`config.mk`:
```
export PLATFORM = sky130hd
export DESIGN_NAME = tw_mem_slave
export DESIGN_NICKNAME = d
export VERILOG_FILES = /design/src/rtl/tw_pkg.sv /design/src/rtl/tw_line_sync.sv /design/src/rtl/tw_addr_ptr.sv /design/src/rtl/tw_mem_slave.sv
export SDC_FILE = /design/constraint.sdc
export NUM_CORES = 1
export LEC_CHECK = 0
export ABC_AREA = 1
export ABC_CLOCK_PERIOD_IN_PS = 4000
export BUFFER_PORTS_ARGS = -buffer_cell sky130_fd_sc_hd__buf_2
export CORE_ASPECT_RATIO = 1.25
export CORE_MARGIN = 8
export CORE_UTILIZATION = 58
export CTS_BUF_LIST = sky130_fd_sc_hd__clkbuf_8 sky130_fd_sc_hd__clkbuf_16
export DETAILED_ROUTE_END_ITERATION = 10
export GPL_TIMING_DRIVEN = 0
export PLACE_DENSITY_LB_ADDON = 0.3
export REMOVE_ABC_BUFFERS = 1
export SLEW_MARGIN = 20
export SYNTH_ARGS = -nofsm -noshare
export SYNTH_HDL_FRONTEND = slang
export SYNTH_HIERARCHICAL = 1
export SYNTH_SLANG_ARGS = --single-unit
export TNS_END_PERCENT = 10
```
`constraint.sdc`:
```
create_clock -name clk -period 4 [get_ports clk]
set_input_delay 0.8 -clock clk [delete_from_list [all_inputs] [get_ports clk]]
set_output_delay 0.8 -clock clk [all_outputs]
set_load 0.05 [all_outputs]
```
`src/rtl/tw_pkg.sv`:
```
package tw_pkg;
  typedef enum logic [2:0] {
    ST_IDLE,
    ST_CTRL,
    ST_WADDR,
    ST_WDATA,
    ST_RDATA,
    ST_DROP
  } tw_state_e;

  localparam logic [3:0] CTRL_CODE = 4'b1010;
  localparam int unsigned BYTE_BITS = 8;
endpackage

```
`src/rtl/tw_line_sync.sv`:
```
module tw_line_sync #(
  parameter int unsigned SYNC_STAGES = 2
) (
  input  logic clk,
  input  logic rst_n,
  input  logic scl_i,
  input  logic sda_i,
  output logic scl_s,
  output logic sda_s,
  output logic scl_rise,
  output logic scl_fall,
  output logic start_det,
  output logic stop_det
);
  logic [SYNC_STAGES-1:0] scl_ff, sda_ff;
  logic scl_prev, sda_prev;

  generate
    if (SYNC_STAGES == 1) begin : g_one
      always_ff @(posedge clk or negedge rst_n) begin
        if (!rst_n) begin
          scl_ff <= '1;
          sda_ff <= '1;
        end else begin
          scl_ff <= scl_i;
          sda_ff <= sda_i;
        end
      end
    end else begin : g_chain
      always_ff @(posedge clk or negedge rst_n) begin
        if (!rst_n) begin
          scl_ff <= '1;
          sda_ff <= '1;
        end else begin
          scl_ff <= {scl_ff[SYNC_STAGES-2:0], scl_i};
          sda_ff <= {sda_ff[SYNC_STAGES-2:0], sda_i};
        end
      end
    end
  endgenerate

  assign scl_s = scl_ff[SYNC_STAGES-1];
  assign sda_s = sda_ff[SYNC_STAGES-1];

  always_ff @(posedge clk or negedge rst_n) begin
    if (!rst_n) begin
      scl_prev <= 1'b1;
      sda_prev <= 1'b1;
    end else begin
      scl_prev <= scl_s;
      sda_prev <= sda_s;
    end
  end

  assign scl_rise  = scl_s & ~scl_prev;
  assign scl_fall  = ~scl_s & scl_prev;
  assign start_det = scl_s & scl_prev & sda_prev & ~sda_s;
  assign stop_det  = scl_s & scl_prev & ~sda_prev & sda_s;
endmodule

```
`src/rtl/tw_addr_ptr.sv`:
```
module tw_addr_ptr #(
  parameter int unsigned ADDR_W    = 11,
  parameter int unsigned BANK_W    = 3,
  parameter int unsigned PAGE_BITS = 4
) (
  input  logic              clk,
  input  logic              rst_n,
  input  logic              bank_we,
  input  logic [BANK_W-1:0] bank_val,
  input  logic              low_we,
  input  logic [ADDR_W-BANK_W-1:0] low_val,
  input  logic              inc_page,
  input  logic              inc_full,
  output logic [ADDR_W-1:0] ptr_q
);
  localparam int unsigned LOW_W = ADDR_W - BANK_W;

  logic [ADDR_W-1:0] base;

  always_comb begin
    base = ptr_q;
    if (bank_we) base = {bank_val, ptr_q[LOW_W-1:0]};
  end

  always_ff @(posedge clk or negedge rst_n) begin
    if (!rst_n) begin
      ptr_q <= '0;
    end else if (low_we) begin
      ptr_q[LOW_W-1:0] <= low_val;
    end else if (inc_page) begin
      ptr_q[PAGE_BITS-1:0] <= ptr_q[PAGE_BITS-1:0] + 1'b1;
    end else if (inc_full) begin
      ptr_q <= base + 1'b1;
    end else if (bank_we) begin
      ptr_q <= base;
    end
  end


  page_hold_chk: assert property (@(posedge clk) disable iff (!rst_n)
    inc_page && !low_we |=> ptr_q[ADDR_W-1:PAGE_BITS] == $past(ptr_q[ADDR_W-1:PAGE_BITS]));


  seq_step_chk: assert property (@(posedge clk) disable iff (!rst_n)
    inc_full && !bank_we && !low_we && !inc_page |=> ptr_q == ADDR_W'($past(ptr_q) + 1'b1));
endmodule

```
`src/rtl/tw_mem_slave.sv`:
```
module tw_mem_slave #(
  parameter int unsigned ADDR_W      = 11,
  parameter int unsigned BANK_W      = 3,
  parameter int unsigned PAGE_BITS   = 4,
  parameter int unsigned SYNC_STAGES = 2
) (
  input  logic              clk,
  input  logic              rst_n,
  input  logic              scl_i,
  input  logic              sda_i,
  output logic              sda_oe,
  input  logic              busy_i,
  output logic              wr_valid,
  input  logic              wr_ready,
  output logic [ADDR_W-1:0] wr_addr,
  output logic [7:0]        wr_data,
  output logic              wr_commit,
  output logic              rd_en,
  output logic [ADDR_W-1:0] rd_addr,
  input  logic [7:0]        rd_data
);
  import tw_pkg::*;

  localparam int unsigned LOW_W = ADDR_W - BANK_W;
  localparam logic [3:0]  ACK_BIT = 4'(BYTE_BITS);
  localparam logic [3:0]  END_BIT = 4'(BYTE_BITS + 1);

  logic scl_s, sda_s, scl_rise, scl_fall, start_det, stop_det;

  tw_line_sync #(.SYNC_STAGES(SYNC_STAGES)) u_sync (
    .clk(clk), .rst_n(rst_n), .scl_i(scl_i), .sda_i(sda_i),
    .scl_s(scl_s), .sda_s(sda_s), .scl_rise(scl_rise), .scl_fall(scl_fall),
    .start_det(start_det), .stop_det(stop_det)
  );

  logic              bank_we_q, low_we_q, inc_page_q, inc_full_q;
  logic [BANK_W-1:0] bank_v_q;
  logic [LOW_W-1:0]  low_v_q;
  logic [ADDR_W-1:0] ptr;

  tw_addr_ptr #(.ADDR_W(ADDR_W), .BANK_W(BANK_W), .PAGE_BITS(PAGE_BITS)) u_ptr (
    .clk(clk), .rst_n(rst_n),
    .bank_we(bank_we_q), .bank_val(bank_v_q),
    .low_we(low_we_q), .low_val(low_v_q),
    .inc_page(inc_page_q), .inc_full(inc_full_q),
    .ptr_q(ptr)
  );

  tw_state_e         state_q;
  logic [3:0]        bit_q;
  logic [7:0]        rx_q, tx_q;
  logic              rw_q, oe_q, wv_q, commit_q, wrote_q, rde_q, rde_d_q;
  logic [ADDR_W-1:0] wa_q, rda_q;
  logic [7:0]        wd_q;
  logic              active;
  logic              code_ok;

  assign active  = (state_q == ST_CTRL) || (state_q == ST_WADDR) ||
                   (state_q == ST_WDATA) || (state_q == ST_RDATA);
  assign code_ok = (rx_q[7:4] == CTRL_CODE);

  always_ff @(posedge clk or negedge rst_n) begin
    if (!rst_n) begin
      state_q    <= ST_IDLE;
      bit_q      <= '0;
      rx_q       <= '0;
      tx_q       <= '0;
      rw_q       <= 1'b0;
      oe_q       <= 1'b0;
      wv_q       <= 1'b0;
      wa_q       <= '0;
      wd_q       <= '0;
      commit_q   <= 1'b0;
      wrote_q    <= 1'b0;
      rde_q      <= 1'b0;
      rde_d_q    <= 1'b0;
      rda_q      <= '0;
      bank_we_q  <= 1'b0;
      bank_v_q   <= '0;
      low_we_q   <= 1'b0;
      low_v_q    <= '0;
      inc_page_q <= 1'b0;
      inc_full_q <= 1'b0;
    end else begin
      commit_q   <= 1'b0;
      rde_q      <= 1'b0;
      bank_we_q  <= 1'b0;
      low_we_q   <= 1'b0;
      inc_page_q <= 1'b0;
      inc_full_q <= 1'b0;
      rde_d_q    <= rde_q;
      if (rde_d_q) tx_q <= rd_data;
      if (wv_q && wr_ready) wv_q <= 1'b0;

      if (stop_det) begin
        state_q  <= ST_IDLE;
        oe_q     <= 1'b0;
        bit_q    <= '0;
        commit_q <= wrote_q;
        wrote_q  <= 1'b0;
      end else if (start_det) begin
        state_q <= ST_CTRL;
        oe_q    <= 1'b0;
        bit_q   <= '0;
        wrote_q <= 1'b0;
      end else if (scl_rise && active) begin
        if (bit_q < ACK_BIT) begin
          bit_q <= bit_q + 1'b1;
          if (state_q != ST_RDATA) rx_q <= {rx_q[6:0], sda_s};
        end else if (bit_q == ACK_BIT) begin
          bit_q <= END_BIT;
          if (state_q == ST_RDATA) begin
            if (!sda_s) begin
              rde_q      <= 1'b1;
              rda_q      <= ptr;
              inc_full_q <= 1'b1;
            end else begin
              state_q <= ST_DROP;
            end
          end
        end
      end else if (scl_fall && active) begin
        if (bit_q == ACK_BIT) begin
          case (state_q)
            ST_CTRL: begin
              if (code_ok && !busy_i) begin
                oe_q      <= 1'b1;
                rw_q      <= rx_q[0];
                bank_we_q <= 1'b1;
                bank_v_q  <= rx_q[3:1];
                if (rx_q[0]) begin
                  rde_q      <= 1'b1;
                  rda_q      <= {rx_q[3:1], ptr[LOW_W-1:0]};
                  inc_full_q <= 1'b1;
                end
              end else begin
                state_q <= ST_DROP;
              end
            end
            ST_WADDR: begin
              if (!busy_i) begin
                oe_q     <= 1'b1;
                low_we_q <= 1'b1;
                low_v_q  <= rx_q[LOW_W-1:0];
              end else begin
                state_q <= ST_DROP;
              end
            end
            ST_WDATA: begin
              if (!busy_i && !(wv_q && !wr_ready)) begin
                oe_q       <= 1'b1;
                wv_q       <= 1'b1;
                wa_q       <= ptr;
                wd_q       <= rx_q;
                inc_page_q <= 1'b1;
                wrote_q    <= 1'b1;
              end else begin
                state_q <= ST_DROP;
              end
            end
            default: oe_q <= 1'b0;
          endcase
        end else if (bit_q == END_BIT) begin
          bit_q <= '0;
          oe_q  <= 1'b0;
          case (state_q)
            ST_CTRL: begin
              if (rw_q) begin
                state_q <= ST_RDATA;
                oe_q    <= ~tx_q[7];
                tx_q    <= {tx_q[6:0], 1'b0};
              end else begin
                state_q <= ST_WADDR;
              end
            end
            ST_WADDR: state_q <= ST_WDATA;
            ST_RDATA: begin
              oe_q <= ~tx_q[7];
              tx_q <= {tx_q[6:0], 1'b0};
            end
            default: state_q <= state_q;
          endcase
        end else if (state_q == ST_RDATA && bit_q != '0) begin
          oe_q <= ~tx_q[7];
          tx_q <= {tx_q[6:0], 1'b0};
        end
      end
    end
  end

  assign sda_oe    = oe_q;
  assign wr_valid  = wv_q;
  assign wr_addr   = wa_q;
  assign wr_data   = wd_q;
  assign wr_commit = commit_q;
  assign rd_en     = rde_q;
  assign rd_addr   = rda_q;


  oe_scl_low_chk: assert property (@(posedge clk) disable iff (!rst_n)
    !$stable(oe_q) |-> !scl_s || $past(start_det || stop_det));


  beat_hold_chk: assert property (@(posedge clk) disable iff (!rst_n)
    wv_q && !wr_ready |=> wv_q && $stable(wa_q) && $stable(wd_q));


  commit_pulse_chk: assert property (@(posedge clk) disable iff (!rst_n)
    commit_q |=> !commit_q);


  drop_silent_chk: assert property (@(posedge clk) disable iff (!rst_n)
    (state_q == ST_DROP) && $past(state_q == ST_DROP) |-> !oe_q);
endmodule

```
# Yosys cells after proc, flatten, opt, wreduce, memory -nomap -nowiden
# Index checks and enable logic that the tools add are counted.
# word_totals
ff_bits	91
in_bits	14
output_inout_bits	34
elab_cells	226
# classes
n_addsub	3
magnitude_cmp	1
n_eq_ne	25
n_mux	111
bitwise_logic	18
n_reduce_logical	42
# op_table
op	count
11-bit two-way mux	13
8-bit two-way mux	10
1-bit two-way mux	59
3-bit two-way mux	14
4-bit two-way mux	10
7-bit AND reduction	3
4-bit nonzero test	5
6-bit inequality test (second input constant)	3
8-bit one-hot mux with 2 select lines	1
3-bit nonzero test	5
4-bit == test (second input constant)	3
4-bit by 3-bit inequality test with 1-bit output (second input constant)	3
11-bit by 1-bit adder with 11-bit output (second input constant)	1
1-bit NOT	11
11-bit AND reduction	1
5-bit by 4-bit inequality test with 1-bit output (second input constant)	2
10-bit AND reduction	1
5-bit AND reduction	2
2-bit nonzero test	5
5-bit nonzero test	2
3-bit one-hot mux with 3 select lines	1
4-bit by 1-bit adder with 4-bit output (second input constant)	2
4-bit inequality test (second input constant)	2
1-bit bitwise AND	7
other kinds (20)	34

# Logic depth before layout (Yosys ltp)
# Gate-level depths: netlist of run 1.
# logic_depth
depth_word	11
mapped_depth	14
ltp_nobuf	14

# Modules after synthesis
# The synthesis of run 1 kept the hierarchy.
# modules_own_cells
mod	instances	cells_per_inst	area_each_um2	seq_area_each_um2
tw_mem_slave	1	411	3447.1	1851.8
tw_addr_ptr	1	114	750.7	275.3
tw_line_sync	1	17	198.9	157.7

# Worst setup path before layout of run 1
# Ideal clock, no wire load.
# synth_path
path_kind	reg2reg
from	register u_sync.scl_ff[1]
to	register rx_q[3]
setup_time_ps	127
arrival_time_ps	1710
required_ps	3873
setup_slack_ps	2164
stages_incl_launch_ff	9
n_path_buf	1
period_less_slack_ps	1836
cell_sequence	dfstp_2 -> inv_1 -> nor2_1 -> nand3_1 -> inv_1 -> nand3_2 -> buf_2 -> nand2_1 -> o21ai_0
# synth_between
elab_cells_between_ends	10
classes_between	bitwise: 8; reduce/logical: 2
# synth_lines
element	line_no	rtl
start, declared	tw_line_sync.sv:15	logic [SYNC_STAGES-1:0] scl_ff, sda_ff;
start signal, assigned	tw_line_sync.sv:35	scl_ff <= {scl_ff[SYNC_STAGES-2:0], scl_i};
1-bit bitwise AND	tw_line_sync.sv:55	assign scl_rise = scl_s & ~scl_prev;
net scl_rise	tw_mem_slave.sv:28	logic scl_s, sda_s, scl_rise, scl_fall, start_det, stop_det;
1-bit logical AND	tw_mem_slave.sv:106	end else if (scl_rise && active) begin
5-bit AND reduction (no source line)	n/a	
end signal, assigned	tw_mem_slave.sv:109	if (state_q != ST_RDATA) rx_q <= {rx_q[6:0], sda_s};
end, declared	tw_mem_slave.sv:51	logic [7:0] rx_q, tx_q;
# The timed path passes the listed nets, and every way through them passes these cells.
# A chain may end at the register's enable or synchronous reset.

# Final worst setup path of run 1
# layout_path
from	register u_sync.sda_ff[1]
to	register wa_q[7], in the netlist wr_addr[7]
# layout_between
elab_chain_len	4
elab_cells_between_ends	6
classes_between	bitwise: 5; reduce/logical: 1
# layout_rtl
element	line_no	rtl
start, declared	tw_line_sync.sv:15	
start signal, assigned	tw_line_sync.sv:36	sda_ff <= {sda_ff[SYNC_STAGES-2:0], sda_i};
1-bit NOT	tw_line_sync.sv:57	assign start_det = scl_s & scl_prev & sda_prev & ~sda_s;
1-bit bitwise AND	tw_line_sync.sv:57	
net start_det	tw_mem_slave.sv:28	
1-bit NOT (no source line)	n/a	
7-bit AND reduction (no source line)	n/a	
end signal, assigned	tw_mem_slave.sv:153	wa_q <= ptr;
end, declared	tw_mem_slave.sv:53	logic [ADDR_W-1:0] wa_q, rda_q;
# The timed path passes the listed nets, and every way through them passes these cells.

==> results of run 1 <==
synthesized netlist by cell type:
library cell    n
xnor2_1         2
clkinv_1        1
dfrtp_1        85
o22ai_1         1
inv_1          56
inv_2           4
clkbuf_2        1
nor2_2          2
nor3_4          1
nand3_2         3
nor2_8          1
o211ai_1        2
mux2i_1         1
o21ai_1        16
o21ai_0        40
and3_1          1
a21oi_2         2
nand4_2         2
nor2_1         35
nand2_1       182
dfstp_2         6
nor3_1          2
ha_1            4
nand2_4         3
nand2_2         2
a21oi_1        11
buf_6           3
a21boi_0        1
nand3_1        39
nor2_4          3
clkbuf_1        2
a31oi_1         1
buf_4           1
buf_2           9
o21ai_2         1
nand4_1        16
how the worst max path moves through the flow:
stage	start	to	slack, ns	depth (start not counted)
global placement	u_sync/sda_ff[1]	wr_addr[5]	1.06	8
global route	u_sync/sda_ff[1]	wr_addr[7]	0.71	8
CTS	u_sync/sda_ff[1]	wr_addr[5]	1.00	8
floorplan	u_sync/sda_ff[1]	wr_addr[0]	1.80	8
detailed placement	u_sync/sda_ff[1]	wr_addr[5]	1.02	8
finish	u_sync/sda_ff[1]	wr_addr[7]	1.02	8
metal layers:
layer  share of wire (%)  routed length (um)  vias up  GRT usage (%)
met4                 2.6                 260        0           10.8
li1                    -                   -     1821              -
met5                   0                   0        -              0
met2                  52                5140      110           33.6
met3                 4.8                 472       23           2.65
met1                  40                3990     1706           21.5
sequential cells by signal, summed over array words and instances (netlist names), 2 cells and up:
signal         flops
u_ptr/ptr_q       11
low_v_q            8
state_q            3
bank_v_q           3
rd_addr           11
u_sync/scl_ff      2
wr_addr           11
tx_q               8
bit_q              4
u_sync/sda_ff      2
wr_data            8
rx_q               8
cell usage in the layout (no fill, tap or decap), types with 3 or more instances in the layout:
master    instances
a21oi_1          11
buf_2            46
clkbuf_8          9
dfrtp_1          85
dfstp_2           6
ha_1              4
inv_1            56
inv_2             4
nand2_1         182
nand2_4           3
nand3_1          39
nand3_2           3
nand4_1          16
nor2_1           35
nor2_4            3
o21ai_0          40
o21ai_1          16
through the flow:
step	instance area [um2]	total power, mW	setup slack, ns	util [%]	hold slack (ns)
final	4880	2.07	1.02	66.3	0.362
after CTS	4880	2.08	1.00	66.3	0.365
after floorplan	4300	1.33	1.80	-	0.345
after global placement	4650	1.43	1.06	63.2	0.346
after detailed placement	4680	1.45	1.02	63.6	0.351
after global routing	4880	2.17	0.715	66.3	0.368
logic make-up (layout without fill, tap and decap cells):
logic type,Yosys count,after routing
buf+inv,77,125
simple gates,292,292
xor+xnor,2,2
compound gates,75,75
mux,1,1
fa+ha+maj,4,4
flops,91,91
power by group:
part	switching [mW]	internal, mW	leakage (nW)	total (mW)
Sequential	0.0658	0.981	1.22	1.05
Clock	0.343	0.293	0.0962	0.637
Combinational	0.273	0.113	1.27	0.386
Total	0.683	1.39	2.58	2.07
area by class of cell:
cell class	instances	area, um2	area share, %
Clock buffer	9	124	2.54
Tap cell	92	115	2.36
Inverter	61	229	4.69
Sequential cell	91	2280	46.8
Multi-Input combinational cell	374	1780	36.6
Timing Repair Buffer	48	265	5.44
Clock inverter	7	76.3	1.56
critical path: stages, from the launching register on:
cell,delay (ns)
dfstp_2,0.59
inv_1,0.05
nand2_1,0.05
nor2_1,0.06
nor2_1,0.67
nand4_2,0.89
clkinv_1,0.44
nand2_1,0.09
nand2_1,0.08
==> results.yml, run 1 <==
outcome:
  status: "completed"
clocking:
  cts-resized-gates: 0
  cts_buffers: 9
  holdBufCountCts: 0
  htree_num_levels: 3
  post_cts_buffers: 0
  clock_sinks: 91
  cts_tree: "yes"
  cts_root_buffer: "clkbuf_8"
  clock_latency_ns: 0.36
  clockBufferDepth: 2
  clk_pin_slew_ns: 0.09
cells_and_area:
  final_cells: 682
  diodes: 0
  nFillCells: 633
  drive_gt1_share_pct: 15.9
  final_nets: 603
  area_delta_synth_final_pct: 11.0
timing:
  rsz0062_at_grt: "false"
  finalCritPeriodShare_pct: 74.4
  finalHoldViolCount: 0
  relSlewSlack_pct: 40.3
  fmax_mhz: 336
  max_slew.worst_pin.slew_ns: 0.893
  fin_crit_ns: 2.98
  clock-skew-final_ns: 0.0140
  fin_tns_setup_ns: 0
  drv_slew: 0
  setup_violations: 0
route:
  vias: 3660
  final_antenna_net_count: 0
  drt-total-wl_mm: 9.86
  avgViaCountPerCell: 5.37
  drtPass1Iterations: 5
  post-route-drc-count: 0
  wire_per_inst_um: 14.5
  drt_iter0_markers: 193
synthesis:
  synthSimpleGateAreaFrac_pct: 29.8
  synth_xor_area_share_pct: 0.398
  synthTopCellsByArea: "dfrtp_1 (48%), nand2_1 (16%), inv_1 (4.8%)"
  synthMuxAreaShare_pct: 0.228
  ys_seq_area_share_pct: 52.0
  synthCells: 542
  synth_fa_ha_area_share_pct: 1.14
  yosys_warnings: 6
  synth_top_family_by_area: "simple AND/OR/NAND/NOR gates"
  synth_top_area_cell: "dfrtp_1"
  yosysTopAreaCellShare_pct: 48.4
  synth_seq_cells: 91
  synth_compound_area_share_pct: 9.02
  syn_area_per_cell_um2: 8.11
  synthesis.area_um2: 4400
  yosys.cell_types.count: 36
placement:
  dp_hpwl_mm: 7.25
  io_buffers: 47
  dp.cells: 666
  gp_congestion: 0.941
die:
  start_util_pct: 59.8
  io_pins: 48
  fp.dieH_um: 113
  die_area_um2: 10600
  rows: 35
  fp.dieW_um: 93.9
  core_um2: 7360
critical_path:
  r2r_cells: 8
  start_kind: "register"
  worstReg2RegStart: "u_sync/sda_ff[1]"
  r2r_setup_slack_ns: 1.02
  required_ns: 4.30
  path_class: "reg -> reg"
  critPathMaxFanout: 33
  r2r-end: "wr_addr[7]"
  cp.arrival_ns: 3.27
  cp-end-kind: "register"
job:
  maxCapViolCount: 0
grt:
  grt_use_total_pct: 19.2
  gr-total-overflow: 0
  antenna_found_initial: 0
  grt_pass1_vias: 3648
  grt_pass1_wl_mm: 16.4
  grt_max_degree: 58
power_and_ir_drop:
  power_density_nw_per_um2: 424
  peakVddDrop_mv: 0.329
  p_leak_nw: 2.58
min_path:
  hold_depth: 0
  hp-class: "reg -> reg"
  hold_start: "u_sync/sda_ff[0]"
  hold_end: "u_sync/sda_ff[1]"
Power figures use the tool's default switching activity.
==> run 2: changes to the inputs <==
--- a/config.mk
+++ b/config.mk
@@ -6,7 +6,7 @@
 export NUM_CORES = 1
 export LEC_CHECK = 0
 export ABC_AREA = 1
-export ABC_CLOCK_PERIOD_IN_PS = 4000
+export ABC_CLOCK_PERIOD_IN_PS = 2950
 export BUFFER_PORTS_ARGS = -buffer_cell sky130_fd_sc_hd__buf_2
 export CORE_ASPECT_RATIO = 1.25
 export CORE_MARGIN = 8
==> constraint.sdc (replaced) <==
create_clock -name clk -period 2.95 [get_ports clk]
set_input_delay 0.59 -clock clk [delete_from_list [all_inputs] [get_ports clk]]
set_output_delay 0.59 -clock clk [all_outputs]
set_load 0.05 [all_outputs]
==> run 2 against run 1 <==
Combinational power increased by 36%; clock skew is 0.0038 ns lower; non-clock buffer count did not move; sequential cell count unchanged; first-iteration DRC count decreased by 15%; fmax grew 13%; sequential share of layout area down 0.11 points; global-route usage barely moved; utilization grew 0.15 points; die area unchanged; register-to-register slack got worse by 0.70 ns; clock power is 36% higher.
==> results.yml, run 2 (synthesized netlist as in run 1, its figures left out) <==
cells_and_area:
  mostFrequentLayoutCells: "nand2_1 (182), dfrtp_1 (85), inv_1 (56)"
  final_area_um2: 4890
  area_delta_synth_final_pct: 11.2
  final_nets: 603
  drive_gt1_share_pct: 16.1
  final_cells: 682
  layout_commonest_cell: "nand2_1"
  diodes: 0
critical_path:
  path_class: "reg -> reg"
  start_kind: "register"
  cp.arrival_ns: 2.92
  r2r_setup_slack_ns: 0.33
  worstReg2RegStart: "u_sync/scl_ff[1]"
  critPathMaxFanout: 15
  r2r_cells: 8
  required_ns: 3.25
  r2r-end: "rd_addr[8]"
  cp-end-kind: "register"
power_and_ir_drop:
  seq_power_share_pct: 50.5
  p_switching_uw: 929
  peakVddDrop_mv: 0.446
  power_density_nw_per_um2: 575
  internal-power_mw: 1.88
  power.share.clock_pct: 30.8
  swShare_pct: 33.1
  pwr-share-comb_pct: 18.7
  p_leak_nw: 2.58
  totalPowerFinal_mw: 2.81
timing:
  drv_slew: 0
  max_slew.worst_pin.slew_ns: 0.797
  finalCritPeriodShare_pct: 89.0
  rsz0062_at_grt: "false"
  setup_violations: 0
  fin_crit_ns: 2.62
  finalHoldViolCount: 0
  clock-skew-final_ns: 0.0102
  fmax_mhz: 381
  relSlewSlack_pct: 46.7
  fin_tns_setup_ns: 0
  whs_ns: 0.178
route:
  drtPass1Iterations: 5
  avgViaCountPerCell: 5.38
  drt-total-wl_mm: 9.83
  vias: 3667
  drt_iter0_markers: 164
  post-route-drc-count: 0
  final_antenna_net_count: 0
  wire_per_inst_um: 14.4
grt:
  gr-total-overflow: 0
  grt_max_degree: 58
  grt_use_total_pct: 19.2
  antenna_found_initial: 0
  grt_pass1_wl_mm: 16.4
  grt_pass1_vias: 3648
clocking:
  clock_latency_ns: 0.36
  clockBufferDepth: 2
  cts_root_buffer: "clkbuf_8"
  cts_tree: "yes"
  htree_num_levels: 3
  clk_pin_slew_ns: 0.09
  clock_sinks: 91
  cts_buffers: 9
  post_cts_buffers: 0
placement:
  placed_area_um2: 4680
  dp_hpwl_mm: 7.25
  gp_congestion: 0.941
  dp.cells: 666
  io_buffers: 47
die:
  rows: 35
  fp.dieW_um: 93.9
  die_area_um2: 10600
  core_um2: 7360
  fp.dieH_um: 113
  start_util_pct: 59.8
  io_pins: 48
min_path:
  hp-class: "in -> async"
outcome:
  status: "completed"
job:
  maxCapViolCount: 0
run 2: changes by cell type in the layout (fill, tap and decap cells not counted):
cell	previous run	this run
nand4_2	2	1
nand4_4	0	1
nor2_1	35	34
nor2_2	2	3
run 2: per-stage QoR:
stage / util [%] / setup slack (ns)
6_report: 66.5 / 0.326
3_5_place_dp: 63.6 / -0.0313
3_3_place_gp: 63.2 / 0.0146
2_1_floorplan: - / 0.755
4_1_cts: 66.4 / 0.127
5_1_grt: 66.5 / 0.138
run 2: cell type report:
| type | instances | area (um2) |
|---|---|---|
| fillers | 630 | 2470 |
| repair buffers | 48 | 265 |
| inverters | 61 | 229 |
| clock inverters | 7 | 76.3 |
| multi-input cells | 374 | 1800 |
| clock buffers | 9 | 124 |
| well taps | 92 | 115 |
| flip-flops and latches | 91 | 2280 |
run 2: how the worst max path moves through the flow:
stage,to,slack (ns),start
floorplan,wr_addr[0],0.75,u_sync/sda_ff[1]
detailed placement,wr_addr[5],-0.03,u_sync/sda_ff[1]
CTS,rd_addr[8],0.13,u_sync/sda_ff[1]
global placement,wr_addr[5],0.01,u_sync/sda_ff[1]
global route,rd_addr[2],0.14,u_sync/scl_ff[1]
finish,rd_addr[8],0.33,u_sync/scl_ff[1]
run 2: power by group through the flow:
stage               Sequential, mW  Clock [mW]  Combinational, mW
floorplan                     1.45           0              0.354
global placement              1.44           0              0.505
detailed placement            1.44           0              0.524
CTS                           1.42       0.876              0.528
global route                  1.43       0.925              0.595
finish                        1.42       0.865              0.525
run 2: per-layer routing:
metal / share of wire [%] / track usage, % / vias up
li1: - / - / 1821
met1: 41 / 21.6 / 1713
met2: 52 / 33.6 / 103
met3: 4.2 / 2.65 / 30
met4: 3.4 / 10.9 / 0
met5: 0 / 0 / -
run 2: timing repair:
item	4_1_cts	5_1_grt
resized for setup	1	1
hold buffers	0	0
setup endpoints to repair	8	11
gates cloned	0	0
run 2: worst max-delay path: stages, from the launching register on:
cell	delay, ns
dfstp_2	0.56
inv_1	0.04
nor2_1	0.60
nand2_2	0.35
nand3_1	0.16
nand2_1	0.26
nand3_1	0.41
nand2_1	0.12
nand2_1	0.08
